`config.mk`:
```
export PLATFORM = sky130hd
export DESIGN_NAME = scl_period_gen
export DESIGN_NICKNAME = d
export VERILOG_FILES = /design/src/rtl/scl_period_pkg.sv /design/src/rtl/scl_line_sync.sv /design/src/rtl/scl_count_path.sv /design/src/rtl/scl_phase_ctrl.sv /design/src/rtl/scl_period_gen.sv
export SDC_FILE = /design/constraint.sdc
export NUM_CORES = 1
export LEC_CHECK = 0
export BUFFER_PORTS_ARGS = -buffer_cell sky130_fd_sc_hd__buf_4
export CAP_MARGIN = 25
export CORE_UTILIZATION = 25
export DETAILED_ROUTE_END_ITERATION = 16
export PLACE_DENSITY = 0.49
export SLEW_MARGIN = 20
export SYNTH_ARGS = -nofsm -noshare
export SYNTH_HDL_FRONTEND = slang
export SYNTH_SLANG_ARGS = --single-unit
```
`constraint.sdc`:
```
create_clock -name clk -period 2.7 [get_ports clk]
set_input_delay 0.54 -clock clk [delete_from_list [all_inputs] [get_ports clk]]
set_output_delay 0.54 -clock clk [all_outputs]
set_load 0.01 [all_outputs]
```
`src/rtl/scl_period_pkg.sv`:
```
package scl_period_pkg;

  // Bus phase as seen by the generator.
  typedef enum logic [1:0] {
    PH_OFF  = 2'd0,
    PH_LOW  = 2'd1,
    PH_RISE = 2'd2,
    PH_HIGH = 2'd3
  } sclPhase_e;

  // Control to datapath.
  typedef struct packed {
    logic clrCnt;
    logic tick;
    logic inLow;
    logic inHigh;
  } cntCtl_t;

  // Datapath to control.
  typedef struct packed {
    logic lowDone;
    logic lowFirst;
    logic highDone;
    logic highMid;
  } cntSts_t;

endpackage

```
`src/rtl/scl_line_sync.sv`:
```
module scl_line_sync #(
  parameter int STAGES = 2
) (
  input  logic clk,
  input  logic rstN,
  input  logic sclIn,
  output logic sclRise
);

  localparam int LAST = (STAGES < 2) ? 1 : STAGES - 1;

  logic [LAST:0] syncQ;

  always_ff @(posedge clk or negedge rstN) begin
    if (!rstN) syncQ <= '0;
    else       syncQ <= {syncQ[LAST-1:0], sclIn};
  end

  // A rising edge between the last two stages: the line has really come up.
  assign sclRise = syncQ[LAST-1] & ~syncQ[LAST];

endmodule

```
`src/rtl/scl_count_path.sv`:
```
module scl_count_path
  import scl_period_pkg::*;
#(
  parameter int BYTE_W  = 8,
  parameter bit HAS_EXT = 1'b1
) (
  input  logic              clk,
  input  logic              rstN,
  input  logic [BYTE_W-1:0] lowByte,
  input  logic              lowExt,
  input  logic [BYTE_W-1:0] highByte,
  input  logic              highExt,
  input  cntCtl_t           ctl,
  output cntSts_t           sts
);

  localparam int CNT_W = BYTE_W + 1;

  logic [CNT_W-1:0] lowTarget, highTarget;
  logic [CNT_W-1:0] effLow, effHigh, halfHigh;
  logic [CNT_W-1:0] lowCnt, highCnt;
  logic [CNT_W:0]   lowNextCnt, highNextCnt;

  generate
    if (HAS_EXT) begin : g_ext
      assign lowTarget  = {lowExt, lowByte};
      assign highTarget = {highExt, highByte};
    end else begin : g_noext
      assign lowTarget  = {lowExt & 1'b0, lowByte};
      assign highTarget = {highExt & 1'b0, highByte};
    end
  endgenerate

  // A zero count behaves as one tick.
  assign effLow   = (lowTarget == '0)  ? CNT_W'(1) : lowTarget;
  assign effHigh  = (highTarget == '0) ? CNT_W'(1) : highTarget;
  assign halfHigh = {1'b0, effHigh[CNT_W-1:1]} + {{(CNT_W-1){1'b0}}, effHigh[0]};

  assign lowNextCnt  = {1'b0, lowCnt}  + (CNT_W+1)'(1);
  assign highNextCnt = {1'b0, highCnt} + (CNT_W+1)'(1);

  always_comb begin
    sts.lowDone  = ctl.inLow &&
                   ((lowCnt >= effLow) || (ctl.tick && (lowNextCnt >= {1'b0, effLow})));
    sts.lowFirst = ctl.inLow && ctl.tick && (lowCnt == '0);
    sts.highDone = ctl.inHigh && ctl.tick && (highNextCnt >= {1'b0, effHigh});
    sts.highMid  = ctl.inHigh && ctl.tick && (highNextCnt == {1'b0, halfHigh});
  end

  always_ff @(posedge clk or negedge rstN) begin
    if (!rstN) begin
      lowCnt  <= '0;
      highCnt <= '0;
    end else if (ctl.clrCnt) begin
      lowCnt  <= '0;
      highCnt <= '0;
    end else begin
      if (sts.lowDone)                    lowCnt <= effLow;   // frozen at terminal
      else if (ctl.inLow && ctl.tick)     lowCnt <= lowNextCnt[CNT_W-1:0];
      if (ctl.inHigh && ctl.tick && !sts.highDone)
        highCnt <= highNextCnt[CNT_W-1:0];
    end
  end

  AST_HIGH_STARTS_AT_ZERO: assert property (@(posedge clk) disable iff (!rstN)
    $rose(ctl.inHigh) |-> (highCnt == '0));

  AST_LOW_STARTS_AT_ZERO: assert property (@(posedge clk) disable iff (!rstN)
    $rose(ctl.inLow) |-> (lowCnt == '0));

endmodule

```
`src/rtl/scl_phase_ctrl.sv`:
```
module scl_phase_ctrl
  import scl_period_pkg::*;
(
  input  logic    clk,
  input  logic    rstN,
  input  logic    enable,
  input  logic    halfRate,
  input  logic    holdReq,
  input  logic    sclRise,
  input  cntSts_t sts,
  output cntCtl_t ctl,
  output logic    sclDriveLow,
  output logic    fallStrobe,
  output logic    sampleStrobe,
  output logic    changeStrobe
);

  sclPhase_e phase, phaseNext;
  logic      psc;
  logic      phaseChange;

  always_comb begin
    phaseNext = phase;
    if (!enable) begin
      phaseNext = PH_OFF;
    end else begin
      case (phase)
        PH_OFF:  phaseNext = PH_LOW;
        PH_LOW:  if (sts.lowDone && !holdReq) phaseNext = PH_RISE;
        PH_RISE: if (sclRise) phaseNext = PH_HIGH;
        PH_HIGH: if (sts.highDone) phaseNext = PH_LOW;
        default: phaseNext = PH_OFF;
      endcase
    end
  end

  assign phaseChange = (phaseNext != phase);

  always_comb begin
    ctl.clrCnt = phaseChange || (phase == PH_OFF);
    ctl.tick   = halfRate ? psc : 1'b1;
    ctl.inLow  = (phase == PH_LOW);
    ctl.inHigh = (phase == PH_HIGH);
  end

  always_ff @(posedge clk or negedge rstN) begin
    if (!rstN) begin
      phase        <= PH_OFF;
      psc          <= 1'b0;
      sclDriveLow  <= 1'b0;
      fallStrobe   <= 1'b0;
      sampleStrobe <= 1'b0;
      changeStrobe <= 1'b0;
    end else begin
      phase        <= phaseNext;
      psc          <= (phaseChange || (phase == PH_OFF)) ? 1'b0 : ~psc;
      sclDriveLow  <= (phaseNext == PH_LOW);
      fallStrobe   <= enable && (phase == PH_HIGH) && (phaseNext == PH_LOW);
      sampleStrobe <= enable && sts.highMid;
      changeStrobe <= enable && sts.lowFirst;
    end
  end

  AST_OFF_RELEASES: assert property (@(posedge clk) disable iff (!rstN)
    !enable |=> (!sclDriveLow && !fallStrobe && !sampleStrobe && !changeStrobe));

  AST_START_PULLS_LOW: assert property (@(posedge clk) disable iff (!rstN)
    (phase == PH_OFF && enable) |=> sclDriveLow);

  AST_WAIT_FOR_LINE: assert property (@(posedge clk) disable iff (!rstN)
    (phase == PH_RISE && !sclRise) |=> !sclDriveLow);

  AST_HOLD_KEEPS_LOW: assert property (@(posedge clk) disable iff (!rstN)
    (enable && holdReq && sclDriveLow) |=> sclDriveLow);

  AST_FALL_WITH_DRIVE: assert property (@(posedge clk) disable iff (!rstN)
    fallStrobe |-> sclDriveLow);

  AST_EDGE_STROBES_APART: assert property (@(posedge clk) disable iff (!rstN)
    $onehot0({fallStrobe, changeStrobe}));

endmodule

```
`src/rtl/scl_period_gen.sv`:
```
module scl_period_gen
  import scl_period_pkg::*;
#(
  parameter int BYTE_W      = 8,
  parameter bit HAS_EXT     = 1'b1,
  parameter int SYNC_STAGES = 2
) (
  input  logic              clk,
  input  logic              rstN,
  input  logic              enable,
  input  logic              halfRate,
  input  logic [BYTE_W-1:0] lowByte,
  input  logic              lowExt,
  input  logic [BYTE_W-1:0] highByte,
  input  logic              highExt,
  input  logic              holdReq,
  input  logic              sclIn,
  output logic              sclDriveLow,
  output logic              fallStrobe,
  output logic              sampleStrobe,
  output logic              changeStrobe
);

  cntCtl_t ctl;
  cntSts_t sts;
  logic    sclRise;

  scl_line_sync #(.STAGES(SYNC_STAGES)) u_sync (
    .clk     (clk),
    .rstN    (rstN),
    .sclIn   (sclIn),
    .sclRise (sclRise)
  );

  scl_count_path #(.BYTE_W(BYTE_W), .HAS_EXT(HAS_EXT)) u_path (
    .clk      (clk),
    .rstN     (rstN),
    .lowByte  (lowByte),
    .lowExt   (lowExt),
    .highByte (highByte),
    .highExt  (highExt),
    .ctl      (ctl),
    .sts      (sts)
  );

  scl_phase_ctrl u_ctrl (
    .clk          (clk),
    .rstN         (rstN),
    .enable       (enable),
    .halfRate     (halfRate),
    .holdReq      (holdReq),
    .sclRise      (sclRise),
    .sts          (sts),
    .ctl          (ctl),
    .sclDriveLow  (sclDriveLow),
    .fallStrobe   (fallStrobe),
    .sampleStrobe (sampleStrobe),
    .changeStrobe (changeStrobe)
  );

endmodule

```
* Yosys cells after proc, flatten, opt, wreduce, memory -nomap -nowiden
Index checks and enable logic that the tools add are counted.
** Word-level totals
- Word-level logic and storage cells :: 61
- Bits of input ports :: 24
- Output and inout port bits :: 4
- Register bits after elaboration :: 27
** Cells by class
- Bitwise gates (word level) :: 3
- Mux-type cells :: 14
- $lt $le $gt $ge :: 3
- Reduce and logical (&&, ||, !) cells :: 23
- Add/subtract/negate cells :: 3
- Eq/ne operators :: 6
** Operators by type and width (count)
- $mux 9 :: 7
- $logic_not 9->1 :: 3
- $add 9x1->10 const B :: 2
- $ge 10x9->1 :: 2
- $logic_and 1x1->1 :: 13
- $eq 10x9->1 :: 1
- $add 8x1->9 :: 1
- $ge 9x9->1 :: 1
- $mux 2 :: 4
- $pmux 2 s4 :: 1
- $eq 2x1->1 const B :: 2
- $eq 2x2->1 const B :: 2
- $reduce_bool 3->1 :: 1
- $logic_not 1->1 :: 2
- $logic_not 2->1 :: 1
- $logic_or 1x1->1 :: 2
- $mux 1 :: 2
- $ne 2x2->1 :: 1
- $not 1->1 :: 2
- $reduce_bool 2->1 :: 1
- $and 1x1->1 :: 1

* Logic depth before layout (Yosys ltp)
Gate-level depths: netlist of the first run.
- Depth after elaboration :: 13
- Mapped depth :: 14
- Gate-level depth less buffers :: 12

* Hierarchy
From an unflattened synthesis of the first run, not the netlist that was laid out.
** Second synthesis, totals
- Cell total of the unflattened synthesis :: 293
- Area total of the unflattened synthesis :: 2666.3 um^2
** Modules (own cells, without submodules)
- scl_count_path :: cells each 260, seq. area each 450.4 um^2, area each 2272.2 um^2, instances 1
- scl_phase_ctrl :: cells each 30, seq. area each 175.2 um^2, area each 330.3 um^2, instances 1
- scl_line_sync :: cells each 3, seq. area each 50.0 um^2, area each 63.8 um^2, instances 1

* Least setup slack after synthesis of the first run
OpenSTA, ideal clock, no wires.
- Path kind :: register to register
- From :: register u_path.lowCnt[0]
- To :: register u_path.lowCnt[0]
- Stages on the path, launching flop included :: 11
- Arrival time :: 2.822 ns
- Data required time :: 2.604 ns
- Path slack :: -0.218 ns
- Library setup time :: 0.096 ns
- Buffers on the path :: 0
- Period minus slack after synthesis :: 2.918 ns
- Cell sequence :: dfrtp_1 ha_1 nand3_1 xnor2_1 ha_1 a211oi_1 nor2_1 a211o_1 a22o_1 or4_4 a311oi_2
** On the way
- Cells in the longest elaborated chain, start to end :: 12
- Elaborated cells on any way between the ends :: 16
- Those cells by class :: add/sub: 1; order compare: 2; eq/ne: 1; mux: 6; reduce/logical: 6
** RTL lines
- start: declaration :: RTL line scl_count_path.sv:21 : logic [CNT_W-1:0] lowCnt, highCnt;
- start signal: assignment :: RTL line scl_count_path.sv:58 : if (sts.lowDone) lowCnt <= effLow;
- start signal: assignment :: RTL line scl_count_path.sv:59 : else if (ctl.inLow && ctl.tick) lowCnt <= lowNextCnt[CNT_W-1:0];
- $add 9x1->10 :: RTL line scl_count_path.sv:39 : assign lowNextCnt = {1'b0, lowCnt} + (CNT_W+1)'(1);
- $ge 10x9->1 :: RTL line scl_count_path.sv:44 : ((lowCnt >= effLow) || (ctl.tick && (lowNextCnt >= {1'b0, effLow})));
- $logic_and 1x1->1 :: RTL line scl_count_path.sv:44
- $logic_or 1x1->1 :: RTL line scl_count_path.sv:44
- $logic_and 1x1->1 :: RTL line scl_count_path.sv:43 : sts.lowDone = ctl.inLow &&
- $logic_and 1x1->1 :: RTL line scl_phase_ctrl.sv:29 : PH_LOW: if (sts.lowDone && !holdReq) phaseNext = PH_RISE;
- $mux 2 :: RTL line scl_phase_ctrl.sv:29
- $pmux 2 s4 :: RTL line scl_phase_ctrl.sv:27 : case (phase)
- $mux 2 :: RTL line scl_phase_ctrl.sv:24 : if (!enable) begin
- $ne 2x2->1 :: RTL line scl_phase_ctrl.sv:37 : assign phaseChange = (phaseNext != phase);
- $logic_or 1x1->1 :: RTL line scl_phase_ctrl.sv:40 : ctl.clrCnt = phaseChange || (phase == PH_OFF);
- $reduce_bool 3->1 (no source line) or $mux 9 (tied branches)
Several ways; a longest one is shown, not always the timed one. The select of a mux whose other input is x is not followed.
A chain may end at the register's enable or synchronous reset.

* Worst setup path after layout of the first run
- From :: register u_path.lowCnt[4]
- To :: register u_path.lowCnt[0]
** On the way
- Cells in the longest elaborated chain, start to end :: 12
- Elaborated cells on any way between the ends :: 15
- Those cells by class :: add/sub: 1; order compare: 2; eq/ne: 1; mux: 5; reduce/logical: 6
** RTL lines (RTL line)
- $add 9x1->10 :: scl_count_path.sv:39
- $ge 10x9->1 :: scl_count_path.sv:44
- $logic_and 1x1->1 :: scl_count_path.sv:44
- $logic_or 1x1->1 * :: scl_count_path.sv:44
- $logic_and 1x1->1 * :: scl_count_path.sv:43
- $logic_and 1x1->1 :: scl_phase_ctrl.sv:29
- $mux 2 :: scl_phase_ctrl.sv:29
- $pmux 2 s4 :: scl_phase_ctrl.sv:27
- $mux 2 :: scl_phase_ctrl.sv:24
- $ne 2x2->1 :: scl_phase_ctrl.sv:37
- $logic_or 1x1->1 :: scl_phase_ctrl.sv:40
- $reduce_bool 3->1 (no source line) or $mux 9 (tied branches)
Every way passes the cells marked *; elsewhere a longest branch is shown, timed or not.

==> metrics.csv, run 1 <==
metric,value,unit
die area,11000,µm²
combinational share of power,29.4,%
XOR/XNOR share of the synthesized area,12.1,%
Async SR Flop Fraction,100,%
Finished Layout Cells,542,
sequential power share,44.8,%
Syn Area/Cell,8.92,µm²
global-route wire length before repair,12.5,mm
routing usage on met1,19.7,%
share of cells above drive strength 1,44.3,%
antenna cells,0,
worst min path class,in -> async,
Routed wire per std cell,14.2,µm
hold_ws,162,ps
1st-pass router iterations,4,
Yosys cell types,61,
crit-path max cell delay,480,ps
total CTS buffers,3,
failing checks,negative setup slack,
worst vdd ir,0.186,mV
Vias,2618,
WP data required,2880,ps
Ys Warns,0,
CP max-delay cell,or4_4,
busiest grt layer,met2,
FMAX,0.359,GHz
worst slew pin tran,506,ps
FP Rows,37,
Post-Syn Instances,297,
clk buf depth,2,
TritonCTS clock tree,built,
"commonest non-fill, non-tap cell in the layout",buf_4,
final WL,7.72,mm
RSZ-0062 raised after global routing,yes,
largest family of logic cells by synthesized area,simple AND/OR/NAND/NOR gates,
largest net degree at the start of global routing,28,
clk_lat worst skew,280,ps
count of state elements after synthesis,27,
Area Growth Syn to Fin,52.4,%
Slew HR,66.0,%
routing usage on met3,2.50,%
vias per cell,4.83,
clk slew on worst S/H paths,100,ps
Worst Path Arrival,2970,ps
most frequent cells in the layout,"buf_4 (110), inv_1 (28), ha_1 (27)",
Final ANT Viol Nets,0,
power share of the clock group,25.8,%
Worst Skew,7.20,ps
# clock sinks,27,
H-Tree Depth,1,
effective utilization at floorplan,25.8,%
drt drc,0,
Starting DRT DRC Count,107,
nets,462,
Max-Cap Viols,0,
Placed Instance Area,3590,µm²
vias in the first global route,2604,
Sw Ratio,30.2,%
min Tclk post-route,2780,ps
Die H,105,µm
"Buf+Inv Stages, Crit Path",0,
P_sw,284,µW
"Seq/Total Area, Yosys",25.5,%
top_reg_cell synth,dfrtp_1,
Pint,655,µW
syn nets,352,
initial antenna violation count,0,
Overall Global Routing Usage,14.0,%
IO buf count,27,
routability cong.,0.875,
Pwr per Cell Area,232,nW/µm²
"Max FO, Critical Path",4,
Synth Area in Compound Gates,19.5,%
met2 Use GR,22.6,%
crit path launch type,flip-flop,
final period utilization,103,%
CP endpoint kind,flip-flop,
top cell family by delay on the critical path,simple AND/OR/NAND/NOR gates,
Setup Viol. Count Final,8,
Final Max Tran Viols,0,
IO Count,28,
critical path class,reg -> reg,
placed cell count,523,
Die X,105,µm
Synth Area in Simple Gates,21.6,%
HPWL Detailed,6.09,mm
worst path cell trace,and3_4 -> nand3_4 -> nor2_2 -> xor2_1 -> ha_1 -> o21ai_1 -> nor2_1 -> a211o_1 -> a22o_1 -> or4_4 -> a311oi_2,
post-synthesis adder-cell area fraction,14.6,%
Final Hold Fails,0,
CORE AREA,10300,µm²
CTS root buffer,clkbuf_8,
post-route setup slack,-84.6,ps
number of synthesized flops with an enable pin,0,
CTS Hold Bufs,0,
mapped cell area,2650,µm²
Leak Pwr,1.82,nW
"final std cell area, no fill",4040,µm²
total congestion overflow,0,
multiplexer share of the synthesized area,0.378,%
outcome,finished with violations,
[per-stage QoR]
stage                     setup TNS, ps  setup slack [ps]  utilization (%)  power [mW]
after detailed placement          -5880              -420             34.9       0.672
after global placement            -3930              -228             34.9       0.669
after global routing              -2930              -208             39.3       0.989
after CTS                         -99.9             -48.0             37.0       0.929
final                              -137             -84.6             39.3       0.939
after floorplan                   -88.5             -88.5                -       0.546
[area by class of cell]
class	instances	area, µm²
clock buffers	3	41.3
fillers	1088	6240
repair buffers	115	912
multi-input cells	232	2120
well taps	136	170
inverters	28	105
flip-flops and latches	27	677
clock inverters	1	7.51
[routing by layer]
metal,wire (µm),up-vias
met2,3660,49
met4,104,0
li1,-,1316
met3,252,11
met5,0,-
met1,3700,1242
[path summary, 6_finish.rpt]
| kind | start | end | slack [ps] | cells past startpoint |
|---|---|---|---|---|
| setup / recovery | u_path.lowCnt[4] | u_path.lowCnt[0] | -80 | 11 |
| hold / removal | rstN | u_path.highCnt[0] | 160 | 1 |
| setup reg to reg | u_path.lowCnt[4] | u_path.lowCnt[0] | -80 | 11 |
| hold reg to reg | u_sync.syncQ[0] | u_sync.syncQ[1] | 390 | 0 |
| max in group asynchronous | rstN | u_path.lowCnt[0] | 2250 | 1 |
| min in group clk | sclIn | u_sync.syncQ[0] | 360 | 1 |
[state kept, by name, summed over array words and instances (netlist names)]
name,count
u_ctrl.psc,1
u_path.lowCnt,9
u_ctrl.phase,2
u_sync.syncQ,2
u_ctrl.sampleStrobe,1
u_ctrl.fallStrobe,1
u_ctrl.changeStrobe,1
u_ctrl.sclDriveLow,1
u_path.highCnt,9
[kinds of logic after synthesis]
group                      Yosys count
adders and majority gates           31
muxes                                1
xor gates and xnor gates            35
DFF                                 27
buffers and inverters               38
and+or+nand+nor                    103
AOI/OAI and AO/OA                   62
[cells in the mapped netlist, types with 3 or more instances]
| library cell | instances | share of area (%) |
|---|---|---|
| inv_1 | 28 | 4.0 |
| xnor2_1 | 25 | 8.3 |
| nor4_1 | 12 | 2.8 |
| dfrtp_1 | 27 | 25 |
| o211ai_1 | 4 | 1.1 |
| xor2_1 | 9 | 3.0 |
| nor2_1 | 14 | 2.0 |
| clkbuf_1 | 5 | 0.71 |
| a21oi_1 | 9 | 1.7 |
| a221oi_1 | 4 | 1.3 |
| nand3_2 | 4 | 1.5 |
| nand2b_1 | 4 | 0.94 |
| nand2_1 | 18 | 2.5 |
| a211oi_1 | 6 | 1.7 |
| nand4_1 | 5 | 1.2 |
| a211o_1 | 3 | 0.99 |
| nand3_1 | 10 | 1.9 |
| o21ai_0 | 5 | 0.94 |
| ha_1 | 31 | 15 |
| buf_6 | 3 | 1.3 |
| nor3_1 | 19 | 3.6 |
| a21boi_0 | 3 | 0.85 |
[what timing repair did]
item	4_1_cts	5_1_grt
endpoints found under the setup margin	22	24
gates cloned	1	0
resized for setup	16	32
pin swaps	8	13
setup buffers	8	6
[power groups by stage]
stage / Combinational [mW] / Clock [mW] / Sequential (mW)
6_report: 0.276 / 0.242 / 0.421
5_1_grt: 0.302 / 0.264 / 0.422
4_1_cts: 0.260 / 0.249 / 0.421
3_5_place_dp: 0.243 / 0 / 0.429
3_3_place_gp: 0.241 / 0 / 0.429
2_1_floorplan: 0.117 / 0 / 0.429
[worst reg2reg max path, stage by stage, from the launching register on]
cell	delay [ps]
dfrtp_1	410
and3_4	220
nand3_4	100
nor2_2	130
xor2_1	210
ha_1	280
o21ai_1	80
nor2_1	50
a211o_1	310
a22o_1	230
or4_4	480
a311oi_2	210
(Power assumes the default switching activity.)
==> run 2, diff against run 1 <==
BUFFER_PORTS_ARGS = -buffer_cell sky130_fd_sc_hd__buf_2   (was -buffer_cell sky130_fd_sc_hd__buf_4)
CORE_MARGIN = 1   (was default)
SYNTH_HIERARCHICAL = 1   (was default)
==> run 2 against run 1 <==
  * The run still ends with negative setup slack left
  * Critical endpoint is now u_path/lowCnt[2]
  * Worst hold slack improved by 110 ps
  * Combinational power is 7% lower
  * Clock power decreased by 5%
  * Clock-buffer cell count rose by 1
  * Wire length decreased by 6.2%
  * Synthesized area increased by 0.61%
  * Largest cell class unchanged
==> metrics.csv, run 2 <==
metric,value,unit,change
outcome,finished with violations,,unchanged
failing checks,negative setup slack,,unchanged
Pwr per Cell Area,219,nW/µm²,was 232 nW/µm²
Reg2Reg Depth,16,,was 11
Vias,2530,,was 2618
Finished Layout Cells,561,,was 542
final WL,7.23,mm,was 7.72 mm
FMAX,0.289,GHz,was 0.359 GHz
vias in the first global route,2676,,was 2604
crit path launch type,flip-flop,,unchanged
clk buf depth,2,,unchanged
HPWL Detailed,5.75,mm,was 6.09 mm
post-synthesis adder-cell area fraction,14.5,%,was 14.6%
final period utilization,128,%,was 103%
routability cong.,0.796,,was 0.875
count of state elements after synthesis,27,,unchanged
Yosys cell types,67,,was 61
Reg2Reg Capture Point,u_path/lowCnt[2],,was u_path.lowCnt[0]
area share of the largest cell type after synthesis,25.3,%,was 25.5%
min Tclk post-route,3460,ps,was 2780 ps
power share of the clock group,25.5,%,was 25.8%
Async SR Flop Fraction,100,%,unchanged
hold_ws,274,ps,was 162 ps
nets,481,,was 462
Die X,105,µm,about the same
Area Growth Syn to Fin,55.1,%,was 52.4%
reg-to-reg startpoint,u_path/highCnt[0],,was u_path.lowCnt[4]
biggest regs,"u_path/highCnt x9, u_path/lowCnt x9",,"was u_path.highCnt x9, u_path.lowCnt x9"
Post-Syn Instances,293,,was 297
Starting DRT DRC Count,85,,was 107
largest net degree at the start of global routing,28,,unchanged
placed cell count,547,,was 523
Overall Global Routing Usage,13.6,%,was 14.0%
CP max-delay cell,or3_4,,was or4_4
P_sw,254,µW,was 284 µW
worst reg2reg setup slack,-760,ps,was -80 ps
Syn Area/Cell,9.10,µm²,was 8.92 µm²
FP Rows,37,,unchanged
worst path cell trace,ha_2 -> nand3_2 -> xor2_2 -> inv_1 -> ha_1 -> o21a_1 -> o211ai_1 -> nor2_1 -> nor2_1 -> nor2_2 -> a21bo_2 -> a22o_1 -> or3_4 -> or3_4 -> o31ai_2 -> o2bb2ai_1,,was and3_4 -> nand3_4 -> nor2_2 -> xor2_1 -> ha_1 -> o21ai_1 -> nor2_1 -> a211o_1 -> a22o_1 -> or4_4 -> a311oi_2
Final Max Tran Viols,0,,unchanged
clk_lat worst skew,270,ps,was 280 ps
multiplexer share of the synthesized area,3.80,%,was 0.378%
number of synthesized flops with an enable pin,0,,unchanged
worst min path class,in -> async,,unchanged
H-Tree Depth,1,,unchanged
combinational share of power,28.5,%,was 29.4%
Setup TNS Final,-10980,ps,was -137 ps
Die H,105,µm,about the same
"Seq/Total Area, Yosys",25.3,%,was 25.5%
Slew HR,57.1,%,was 66.0%
Final Hold Fails,0,,unchanged
RSZ-0062 raised after global routing,yes,,unchanged
top_reg_cell synth,dfrtp_1,,unchanged
vias per cell,4.51,,was 4.83
Area contributors post-synth,"dfrtp_1 (25%), ha_1 (15%), xor2_1 (4.3%)",,"was dfrtp_1 (25%), ha_1 (15%), xnor2_1 (8.3%)"
effective utilization at floorplan,25.8,%,about the same
most frequent cells in the layout,"buf_4 (107), buf_2 (25), inv_1 (24), dfrtp_1 (24), ha_1 (24)",,"was buf_4 (110), inv_1 (28), ha_1 (27)"
WP data required,2900,ps,was 2880 ps
TritonCTS clock tree,built,,unchanged
antenna cells,0,,unchanged
IO Count,28,,unchanged
CP endpoint kind,flip-flop,,unchanged
Worst Path Arrival,3660,ps,was 2970 ps
1st-pass router iterations,5,,was 4
clk slew on worst S/H paths,100,ps,about the same
Routed wire per std cell,12.9,µm,was 14.2 µm
Final ANT Viol Nets,0,,unchanged
CORE AREA,10300,µm²,about the same
"Buf+Inv Stages, Crit Path",1,,was 0
die area,11100,µm²,was 11000 µm²
Setup Viol. Count Final,19,,was 8
global-route wire length before repair,12.4,mm,was 12.5 mm
crit-path max cell delay,410,ps,was 480 ps
syn nets,348,,was 352
# clock sinks,27,,unchanged
total congestion overflow,0,,unchanged
"commonest non-fill, non-tap cell in the layout",buf_4,,unchanged
worst slew pin tran,643,ps,was 506 ps
largest family of logic cells by synthesized area,simple AND/OR/NAND/NOR gates,,unchanged
Ys Warns,6,,was 0
Max-Cap Viols,0,,unchanged
initial antenna violation count,0,,unchanged
CTS Hold Bufs,0,,unchanged
share of cells above drive strength 1,52.5,%,was 44.3%
pre-CTS setup slack,-1300,ps,was -420 ps
Pint,651,µW,was 655 µW
post-route setup slack,-760,ps,was -84.6 ps
cell with the most instances after synthesis,ha_1,,unchanged
sequential power share,46.0,%,was 44.8%
Sw Ratio,28.1,%,was 30.2%
IO buf count,27,,unchanged
Synth top cells by count,"ha_1 (31), dfrtp_1 (27), inv_1 (27)",,"was ha_1 (31), inv_1 (28), dfrtp_1 (27)"
Leak Pwr,1.99,nW,was 1.82 nW
top cell type by total area after synthesis,dfrtp_1,,unchanged
top cell family by delay on the critical path,simple AND/OR/NAND/NOR gates,,unchanged
Synth Area in Compound Gates,18.5,%,was 19.5%
"Max FO, Critical Path",6,,was 4
drt drc,0,,unchanged
total CTS buffers,3,,unchanged
mapped cell area,2670,µm²,was 2650 µm²
CTS root buffer,clkbuf_8,,unchanged
XOR/XNOR share of the synthesized area,10.0,%,was 12.1%
Worst Skew,9.92,ps,was 7.20 ps
critical path class,reg -> reg,,unchanged
worst vdd ir,0.179,mV,was 0.186 mV
Synth Area in Simple Gates,21.8,%,was 21.6%
[run 2: kinds of logic after synthesis]
family                   after synthesis
AND/OR/NAND/NOR                       91
multiplexers                          10
buffers and inverters                 38
AO/OA/AOI/OAI                         68
adder cells (fa/ha/maj)               31
XOR/XNOR                              28
flip-flops                            27
[run 2: metal layers]
layer / up-vias / part of all wire [%] / GRT usage, % / wire length, µm
li1: 1318 / - / - / -
met1: 1188 / 49 / 18.8 / 3520
met2: 24 / 49 / 22.5 / 3510
met3: 0 / 2.7 / 2.84 / 198
met4: 0 / 0 / 1.51 / 0
met5: - / 0 / 0 / 0
[run 2: power groups by stage]
stage          clock [mW]  combinational (mW)  sequential (mW)
4_1_cts             0.247               0.232            0.416
3_5_place_dp            0               0.215            0.423
3_3_place_gp            0               0.213            0.422
6_report            0.231               0.258            0.416
2_1_floorplan           0               0.102            0.424
5_1_grt             0.264               0.284            0.417
[run 2: final cells by class]
type                            count  area, µm²
Timing Repair Buffer              138       1000
Fill cell                        1029       6190
Tap cell                          136        170
Inverter                           28        108
Clock buffer                        4       45.0
Multi-Input combinational cell    228       2130
Sequential cell                    27        679
[run 2: what timing repair did]
action,in CTS,in global routing
buffers inserted,7,3
pin swaps,11,17
gates resized for setup,34,37
endpoints found under the setup margin,22,23
[run 2: metrics by stage]
stage               util [%]  power (mW)  area (µm²)
floorplan                  -       0.526        2700
CTS                     38.2       0.895        3950
global placement        35.9       0.636        3700
finish                  40.1       0.905        4140
global route            40.1       0.965        4140
detailed placement      35.9       0.638        3700
[run 2: worst max path at each step]
| stage | startpoint | to | slack, ps | depth (start not counted) |
|---|---|---|---|---|
| floorplan | lowByte[5] | u_path/lowCnt[5] | -1060 | 17 |
| global placement | highExt | u_path/lowCnt[7] | -1170 | 17 |
| detailed placement | highExt | u_path/lowCnt[7] | -1300 | 17 |
| CTS | u_path/lowCnt[1] | u_path/lowCnt[2] | -770 | 15 |
| global route | u_path/highCnt[0] | u_path/lowCnt[5] | -1020 | 16 |
| finish | u_path/highCnt[0] | u_path/lowCnt[2] | -760 | 16 |
==> run 3, diff against run 2 <==
SYNTH_HIERARCHICAL = default   (was 1)
==> run 3 against run 2 <==
  * The run still ends with negative setup slack left
  * Sequential cell count is the same
  * Sequential power grew 1%
  * Cell count shrank 1.2%
  * Non-clock buffer count shrank 11
  * Critical path type unchanged
==> metrics.csv, run 3 (synthesized netlist as in run 1, its figures left out) <==
metric,value,unit,change
Max-Cap Viols,0,,unchanged
1st-pass router iterations,4,,was 5
largest net degree at the start of global routing,28,,unchanged
critical path class,reg -> reg,,unchanged
FMAX,0.355,GHz,was 0.289 GHz
Final Hold Fails,0,,unchanged
Die X,105,µm,about the same
Worst Path Arrival,3010,ps,was 3660 ps
fillcell total,1007,,was 1029
Final Total Pwr,947,µW,was 905 µW
Starting DRT DRC Count,147,,was 85
placed cell count,532,,was 547
die area,11000,µm²,was 11100 µm²
outcome,finished with violations,,unchanged
IO buf count,27,,unchanged
Final Max Tran Viols,0,,unchanged
CP endpoint kind,flip-flop,,unchanged
global-route wire length before repair,13.7,mm,was 12.4 mm
effective utilization at floorplan,25.8,%,about the same
antenna cells,0,,unchanged
"commonest non-fill, non-tap cell in the layout",buf_4,,unchanged
share of cells above drive strength 1,52.2,%,was 52.5%
worst min path class,in -> async,,unchanged
final period utilization,104,%,was 128%
Setup Viol. Count Final,18,,was 19
WP data required,2890,ps,was 2900 ps
FP Rows,37,,unchanged
RSZ-0062 raised after global routing,yes,,unchanged
# clock sinks,27,,unchanged
CTS root buffer,clkbuf_8,,unchanged
worst vdd ir,0.185,mV,was 0.179 mV
Die H,105,µm,about the same
worst reg2reg setup slack,-120,ps,was -760 ps
Finished Layout Cells,554,,was 561
worst slew pin tran,617,ps,was 643 ps
IO Count,28,,unchanged
H-Tree Depth,1,,unchanged
failing checks,negative setup slack,,unchanged
clk slew on worst S/H paths,100,ps,about the same
Worst Skew,1.54,ps,was 9.92 ps
multi-input combinational cell area,2350,µm²,was 2130 µm²
Leak Pwr,1.90,nW,was 1.99 nW
total CTS buffers,3,,unchanged
vias per cell,4.87,,was 4.51
total congestion overflow,0,,unchanged
Routed wire per std cell,14.9,µm,was 12.9 µm
HPWL Detailed,6.29,mm,was 5.75 mm
Final ANT Viol Nets,0,,unchanged
nets,474,,was 481
Area Growth Syn to Fin,63.0,%,was 55.1%
vias in the first global route,2812,,was 2676
Reg2Reg Depth,10,,was 16
Vias,2699,,was 2530
drt drc,0,,unchanged
clk_lat worst skew,280,ps,was 270 ps
Pwr per Cell Area,219,nW/µm²,about the same
Reg area,678,µm²,was 679 µm²
initial antenna violation count,0,,unchanged
reg-to-reg startpoint,u_path.lowCnt[0],,was u_path/highCnt[0]
min Tclk post-route,2820,ps,was 3460 ps
biggest regs,"u_path.highCnt x9, u_path.lowCnt x9",,"was u_path/highCnt x9, u_path/lowCnt x9"
TritonCTS clock tree,built,,unchanged
routability cong.,0.901,,was 0.796
final WL,8.27,mm,was 7.23 mm
most frequent cells in the layout,"buf_4 (86), inv_1 (27), ha_1 (27), buf_2 (27), dfrtp_1 (25)",,"was buf_4 (107), buf_2 (25), inv_1 (24), dfrtp_1 (24), ha_1 (24)"
CORE AREA,10300,µm²,about the same
Slew HR,58.8,%,was 57.1%
Reg2Reg Capture Point,u_path.lowCnt[0],,was u_path/lowCnt[2]
"Max FO, Critical Path",4,,was 6
clk buf depth,2,,unchanged
post-route setup slack,-116,ps,was -760 ps
crit path launch type,flip-flop,,unchanged
Overall Global Routing Usage,15.3,%,was 13.6%
run 3: cell count changes in the layout (fill, tap and decap cells not counted), moves of 6 or more:
cell,before,now
buf_4,107,86
buf_6,4,10
nor3_4,0,7
nand2_1,9,17
mux2i_1,9,0
o21ai_0,9,3
xnor2_1,10,19
run 3: worst max-delay path: stages (launching register included):
cell,delay (ps)
dfrtp_2,430
nand3_2,120
nor3_2,200
xor2_1,220
ha_1,300
o21ai_2,130
nor2_1,60
a211o_1,350
a22o_1,230
or4_4,490
a311oi_2,200
run 3: stage by stage:
| stage | setup slack, ps | cell area [µm²] | hold slack (ps) | TNS, ps | utilization (%) |
|---|---|---|---|---|---|
| 2_1_floorplan | -88.5 | 2720 | 244 | -88.5 | - |
| 3_3_place_gp | -238 | 3580 | 365 | -3770 | 34.8 |
| 3_5_place_dp | -307 | 3580 | 359 | -4700 | 34.8 |
| 4_1_cts | -57.2 | 3840 | 282 | -85.4 | 37.3 |
| 5_1_grt | -233 | 4320 | 307 | -3170 | 42.0 |
| 6_report | -116 | 4320 | 262 | -1040 | 42.0 |
run 3: worst max-delay path by stage:
| stage | end | startpoint | slack, ps |
|---|---|---|---|
| 3_3_place_gp | u_path.lowCnt[5] | lowByte[1] | -240 |
| 2_1_floorplan | u_path.lowCnt[0] | lowByte[1] | -90 |
| 3_5_place_dp | u_path.lowCnt[1] | lowByte[1] | -310 |
| 4_1_cts | u_path.lowCnt[0] | u_path.lowCnt[5] | -60 |
| 6_report | u_path.lowCnt[0] | u_path.lowCnt[0] | -120 |
| 5_1_grt | u_path.lowCnt[0] | u_path.lowCnt[1] | -230 |
run 3: timing repair:
item / CTS / global route
resized for setup: 23 / 78
gates cloned: 0 / 0
hold buffers: 0 / 0
setup endpoints to repair: 21 / 24
setup buffers: 11 / 8
pin swaps: 18 / 34
run 3: per-layer routing:
metal	part of all wire (%)	routed length [µm]	up-vias	track usage, %
met1	47	3920	1310	21.4
met2	48	4000	46	24.8
li1	-	-	1337	-
met4	1.0	85	0	3.32
met3	3.1	256	6	2.18
met5	0	0	-	0
run 3: where the power goes:
group          leakage [nW]  total, mW  internal [mW]  switching (mW)
sequential            0.363      0.422          0.413         0.00871
combinational          1.51      0.283          0.133           0.150
clock                0.0217      0.243          0.105           0.137
total                  1.90      0.947          0.651           0.296
run 3: cell type report:
type                    count  share of cell area, %
clock inverters             1                  0.174
flip-flops and latches     27                   15.7
multi-input cells         232                   54.3
inverters                  28                   2.49
well taps                 136                   3.94
clock buffers               3                  0.956
repair buffers            127                   22.4
